$ cat src/rtl/energy_phase_decim.sv
module energy_phase_decim #(
  parameter int W    = 12,
  parameter int DMAX = 16,
  parameter int WINW = 8
) (
  input  logic                      clk,
  input  logic                      rst_n,
  input  logic [$clog2(DMAX):0]     dec_factor,
  input  logic [WINW-1:0]           win_groups,
  input  logic                      avg_mode,
  input  logic                      in_valid,
  input  logic signed [W-1:0]       in_i,
  input  logic signed [W-1:0]       in_q,
  output logic                      out_valid,
  output logic signed [W-1:0]       out_i,
  output logic signed [W-1:0]       out_q,
  output logic [$clog2(DMAX)-1:0]   phase_sel,
  output logic                      phase_upd
);

  localparam int PW   = $clog2(DMAX);
  localparam int DW   = PW + 1;
  localparam int EW   = 2 * W + 1;
  localparam int ACCW = EW + WINW;
  localparam int SW   = W + PW + 1;

  logic [DW-1:0]   d_eff;
  logic [WINW-1:0] w_last;
  logic [PW-1:0]   ph;
  logic [WINW-1:0] grp;
  logic            grp_last;
  logic            win_close;

  assign d_eff = (dec_factor == '0) ? DW'(1) :
                 (dec_factor > DW'(DMAX)) ? DW'(DMAX) : dec_factor;
  assign w_last    = (win_groups == '0) ? '0 : win_groups - WINW'(1);
  assign grp_last  = ({1'b0, ph} >= d_eff - DW'(1));
  assign win_close = in_valid && grp_last && (grp == w_last);

  // per-sample energy
  logic signed [2*W-1:0] sq_i, sq_q;
  logic [EW-1:0]         energy;
  assign sq_i   = in_i * in_i;
  assign sq_q   = in_q * in_q;
  assign energy = EW'($unsigned(sq_i)) + EW'($unsigned(sq_q));

  // energy accumulators, one per phase
  logic [ACCW-1:0] acc  [DMAX];
  logic [ACCW-1:0] nacc [DMAX];

  always_comb begin
    for (int p = 0; p < DMAX; p++) begin
      nacc[p] = acc[p];
      if (in_valid && ph == PW'(p)) nacc[p] = acc[p] + ACCW'(energy);
    end
  end

  always_ff @(posedge clk) begin
    for (int p = 0; p < DMAX; p++) begin
      if (!rst_n || win_close) acc[p] <= '0;
      else acc[p] <= nacc[p];
    end
  end

  // strict-greater scan: lowest index wins ties
  logic [PW-1:0]   best;
  logic [ACCW-1:0] best_e;
  always_comb begin
    best   = '0;
    best_e = nacc[0];
    for (int p = 1; p < DMAX; p++) begin
      if (DW'(p) < d_eff && nacc[p] > best_e) begin
        best   = PW'(p);
        best_e = nacc[p];
      end
    end
  end

  // group sums for averaging
  logic signed [SW-1:0] sum_i, sum_q, tot_i, tot_q, avg_i, avg_q, div;
  assign tot_i = sum_i + SW'(in_i);
  assign tot_q = sum_q + SW'(in_q);
  assign div   = $signed(SW'(d_eff));
  assign avg_i = tot_i / div;
  assign avg_q = tot_q / div;

  always_ff @(posedge clk) begin
    if (!rst_n) begin
      ph        <= '0;
      grp       <= '0;
      sum_i     <= '0;
      sum_q     <= '0;
      phase_sel <= '0;
      phase_upd <= 1'b0;
      out_valid <= 1'b0;
      out_i     <= '0;
      out_q     <= '0;
    end else begin
      phase_upd <= win_close;
      out_valid <= 1'b0;
      if (in_valid) begin
        if (avg_mode) begin
          if (grp_last) begin
            out_valid <= 1'b1;
            out_i     <= W'(avg_i);
            out_q     <= W'(avg_q);
          end
        end else if (ph == phase_sel) begin
          out_valid <= 1'b1;
          out_i     <= in_i;
          out_q     <= in_q;
        end
        if (grp_last) begin
          ph    <= '0;
          sum_i <= '0;
          sum_q <= '0;
          if (win_close) begin
            grp       <= '0;
            phase_sel <= best;
          end else begin
            grp <= grp + WINW'(1);
          end
        end else begin
          ph    <= ph + PW'(1);
          sum_i <= tot_i;
          sum_q <= tot_q;
        end
      end
    end
  end

endmodule

$ cat config.mk
export PLATFORM = sky130hd
export DESIGN_NAME = energy_phase_decim
export DESIGN_NICKNAME = d
export VERILOG_FILES = /design/src/rtl/energy_phase_decim.sv
export SDC_FILE = /design/constraint.sdc
export NUM_CORES = 2
export LEC_CHECK = 0
export BUFFER_PORTS_ARGS = -buffer_cell sky130_fd_sc_hd__buf_4
export CAP_MARGIN = 10
export CORE_MARGIN = 2
export CORE_UTILIZATION = 40
export DETAILED_ROUTE_END_ITERATION = 10
export GPL_TIMING_DRIVEN = 0
export PLACE_DENSITY = 0.55
export SLEW_MARGIN = 10
export SYNTH_ARGS = -nofsm -noshare
export SYNTH_HDL_FRONTEND = slang
export SYNTH_SLANG_ARGS = --single-unit
export TNS_END_PERCENT = 5
$ cat constraint.sdc
create_clock -name clk -period 179 [get_ports clk]
set_input_delay 35.8 -clock clk [delete_from_list [all_inputs] [get_ports clk]]
set_output_delay 35.8 -clock clk [all_outputs]
set_load 0.01 [all_outputs]
# == Word-level counts from Yosys, hierarchy flattened ==
# Memory sizes are Yosys's and may differ from the RTL's.
# Index checks and enable logic that the tools add are counted.
# word_totals
ramBits,528
inputBits,41
output_inout_bits,30
elab_cells,226
regBits,76
n_memories,1
# mem_list
name,depth,word_bits,rd,rd_ports_with_merged_regs,wr,line,text
acc,16,33,16,0,16,48,logic [ACCW-1:0] acc [DMAX];
# classes
n_mux,80
n_mul,2
bitwise_logic,16
eq_ne,18
n_addsub,23
order_cmp,32
reduce_logical,43
div_mod_pow,2
# ops
cell,count
33-bit 2-to-1 mux,46
33-bit by 25-bit adder with 33-bit output,16
33-bit greater-than comparator,15
12-bit 2-to-1 mux,6
4-bit 2-to-1 mux,15
12-bit by 12-bit multiplier with 24-bit output,2
4-bit by 5-bit less-than comparator with 1-bit output (first input constant),8
17-bit by 12-bit adder with 17-bit output,2
17-bit by 6-bit divider with 17-bit output,2
17-bit 2-to-1 mux,2
1-bit logical AND,33
4-bit equality test (second input constant),8
24-bit by 24-bit adder with 25-bit output,1
3-bit by 5-bit less-than comparator with 1-bit output (first input constant),4
4-bit by 3-bit equality test with 1-bit output (second input constant),4
8-bit 2-to-1 mux,2
1-bit bitwise OR,16
2-bit by 5-bit less-than comparator with 1-bit output (first input constant),2
5-bit 2-to-1 mux,2
8-bit by 1-bit adder with 8-bit output (second input constant),1
4-bit by 2-bit equality test with 1-bit output (second input constant),2
8-bit equality test,1
8-bit zero test,1
8-bit by 1-bit subtractor with 8-bit output (second input constant),1
16 further kinds,24

# == Logic depth before layout (Yosys ltp) ==
# logic_depth
word_depth,49
mapped_depth,306
depth_no_buf,286

# == Worst setup path before layout ==
# OpenSTA, ideal clock, no wires.
# synth_path
path_type,input port to flip-flop
from,in in_q[7]
to,reg phase_sel[2]
path_buffers,28
t_arrival_ps,87169
setup_time_ps,119
path_slack_ps,91712
cell_stages,282
required_time_ps,178881
cell_sequence,clkbuf_1 -> and2_1 -> fa_1 -> ha_1 -> fa_1 -> inv_1 -> fa_1 -> fa_1 -> inv_1 -> ha_1 -> a21o_1 -> a21oi_1 -> o21bai_1 -> a21oi_1 -> o21bai_1 -> a21oi_1 -> xnor2_1 -> ha_1 -> [246 not listed] -> ha_1 -> nor2b_1 -> o21a_1 -> o21a_1 -> o21ai_0 -> nand2b_1 -> a21oi_1 -> nor2b_1 -> o21ai_0 -> nand2b_1 -> a21oi_1 -> o31ai_1 -> a221oi_1 -> o31ai_1 -> nand3_1 -> nand3_1 -> nand3b_1 -> o221a_2
# synth_rtl
element,line,text
from (decl),13,"input logic signed [W-1:0] in_q,"
to (signal assigned),119,phase_sel <= best;
to (decl),17,"output logic [$clog2(DMAX)-1:0] phase_sel,"

==> impl_metrics.csv <==
group,metric,value,unit
route,routed_via_density,5.61,
status,outcome,"completed",
yosys,syn_inst,10600,
route,route.vias.total,76000,
critical_path,cp_common_cell,"clkbuf_1",
critical_path,crit_family,"compound AO/OA/AOI/OAI gates",
clocking,clkLatencyLatePin,0.72,ns
min_path,min_path_type,"flop to flop",
grt,grt_max_degree,36,
floorplanning,start_util,0.402,
route,firstDrtPassIters,6,
critical_path,critical_path.max_stage_delay,0.93,ns
layout,synthToLayoutAreaGrowth,9.58,%
timing,slew_violations,0,
layout,final_common_cell,"ha_1",
clocking,cts.reportedPaths.clkPinSlew,0.05,ns
clocking,cts-root-buf,"clkbuf_16",
timing,setup_violations,0,
floorplanning,io_pins,71,
grt,grt.total_usage,0.265,
critical_path,startpoint_type,"input pin",
floorplanning,dieArea,207000,um^2
yosys,yosys.area.top_type,"ha_1",
grt,grt_pass1_vias,75000,
timing,worst_pin_slew,1.23,ns
place,port_buffers,66,
clocking,cts.htree.levels,3,
grt,grt_pass1_wl,429000,um
timing,max_freq,0.00943,GHz
place,dp.cells,13400,
floorplanning,die_y,455,um
yosys,synth_top_area_share,0.188,
route,final_antenna_net_count,0,
place,globalplace.congestion,0.941,
route,drt_wl_total,280000,um
grt,grt.overflow.total,0,
clocking,cts_made_buffers,85,
run,maxCapViolCount,0,
layout,layout_common_cells,"1221 x ha_1, 1170 x nor2_1, 1156 x inv_1",
clocking,cts_resized,0,
floorplanning,num_rows,165,
route,drt_iter0_markers,5082,
critical_path,path_buf_inv,46,
timing,period_needed,106.09,ns
timing,finalSetupTns,0,ns
yosys,synthTopCellsByArea,"ha_1 19%, dfxtp_1 15%, fa_1 6.5%",
critical_path,worstSetupPathType,"input pin to flop",
clocking,postCtsSetupRepairBufs,0,
timing,rsz0062_at_grt,"false",
clocking,clock-sinks,604,
critical_path,worstPathMaxFanout,16,
layout,final_cells,13500,
clocking,tritoncts,"done",
yosys,synth_cell_types,116,
clocking,cts_buffer_depth,3,
floorplanning,fp.dieW,455,um
yosys,syn_avg_cell_area,7.68,um^2
critical_path,arrival,106.68,ns
critical_path,crit_slowest_cell,"a211oi_1",
yosys,syn_area,81300,um^2
route,avgRoutedWirePerCell,20.7,um
timing,fin_crit_sh,0.593,
critical_path,worst_setup_path_end_kind,"flop",
layout,drive_gt1_frac,0.0632,
grt,antenna_found_initial,20,
yosys,yosysSeqAreaShare,0.149,
clocking,cts_hold_buf,0,
layout,fin_util,0.441,
timing,slew_headroom,0.177,
place,dp_hpwl,230000,um
yosys,yosys_warnings,0,
route,drc,0,
timing,finClkSkew,0.0318,ns
timing,final-hold-violation-count,0,
floorplanning,core,202000,um^2
yosys,async_reset_ff_frac,0,
critical_path,critical_path_required,179.59,ns
yosys,synth_edf_count,0,
yosys,ys.flop_type,"dfxtp_1",
yosys,synth-seq-cells,604,
yosys,synth_nets,12100,
layout,layout.nets,12300,
-- state kept, by name (all words and copies together), names as in the netlist, 4 cells and up, named ones only --
register,count
out_i,12
ph,4
grp,8
phase_sel,4
sum_i,17
out_q,12
sum_q,17
acc,527
-- Yosys cell counts, drive strengths merged, types with 17 or more instances --
master / n
o31a: 19
o21ai: 475
and2: 119
o211ai: 51
or2: 55
dfxtp: 604
mux2i: 165
a41oi: 19
and4: 24
a22oi: 20
a21oi: 1011
xnor2: 514
nor4: 33
a211oi: 52
a221oi: 18
inv: 1159
a211o: 22
a21o: 227
and3: 72
clkbuf: 262
nor3b: 23
nand4: 140
nor2b: 290
buf: 57
nor3: 211
or4: 17
o21bai: 314
a31oi: 59
fa: 265
nand2: 630
o2111ai: 18
nor2: 1175
nand2b: 122
o21a: 174
a21boi: 21
o31ai: 49
ha: 1223
mux2: 245
or3: 46
nand3: 168
xor2: 165
-- worst paths after layout --
check,from,cells past startpoint,end,slack (ns)
max,in_i[3],261,phase_sel[3],72.91
min,sum_i[5],2,sum_i[5],0.47
max reg2reg,acc[0][33],242,phase_sel[3],113.94
min reg2reg,sum_i[5],2,sum_i[5],0.47
-- metrics by stage --
| stage | instance area [um^2] | setup slack, ns | hold slack, ns |
|---|---|---|---|
| 2_1_floorplan | 81300 | 91.71 | 0.445 |
| 3_3_place_gp | 85100 | 70.41 | 0.455 |
| 3_5_place_dp | 86300 | 72.92 | 0.463 |
| 4_1_cts | 89000 | 73.45 | 0.468 |
| 5_1_grt | 89000 | 68.69 | 0.476 |
| 6_report | 89000 | 72.91 | 0.468 |
-- worst reg2reg max path, delay by kind of cell, from the launching register on --
family / cells / cell delay (ns)
adders and majority gates: 17 / 5.25
and+or+nand+nor: 65 / 12.13
DFF: 1 / 0.31
buffers and inverters: 39 / 18.05
xor gates and xnor gates: 1 / 0.08
AOI/OAI and AO/OA: 111 / 25.30
muxes: 9 / 3.81
-- cell type report --
type	count	area [um^2]
clock inverter	21	244
fill	20300	113000
tap	2672	3340
sequential	604	12100
inverter	1161	4360
multi-input combinational	8489	63700
buffer	323	1340
antenna	11	27.5
clock buffer	130	2520
timing repair buffer	132	1420
-- routing by layer --
| layer | track usage | wire, um | vias up |
|---|---|---|---|
| met1 | 0.344 | 125000 | 36500 |
| met3 | 0.0222 | 12300 | 443 |
| met4 | 0.119 | 13200 | 6 |
| li1 | - | - | 37300 |
| met5 | 0 | 36 | - |
| met2 | 0.447 | 129000 | 1816 |
-- logic make-up after synthesis --
logic type	Yosys count	share of synthesized area
simple gates	3164	0.185
compound gates	2747	0.215
fa+ha+maj	1489	0.254
buf+inv	1484	0.0700
xor+xnor	679	0.0732
flops	604	0.149
mux	410	0.0544
Power is left out: the tool's default activity adds up to more than one toggle a clock period on the data nets, which glitch-free logic cannot reach.
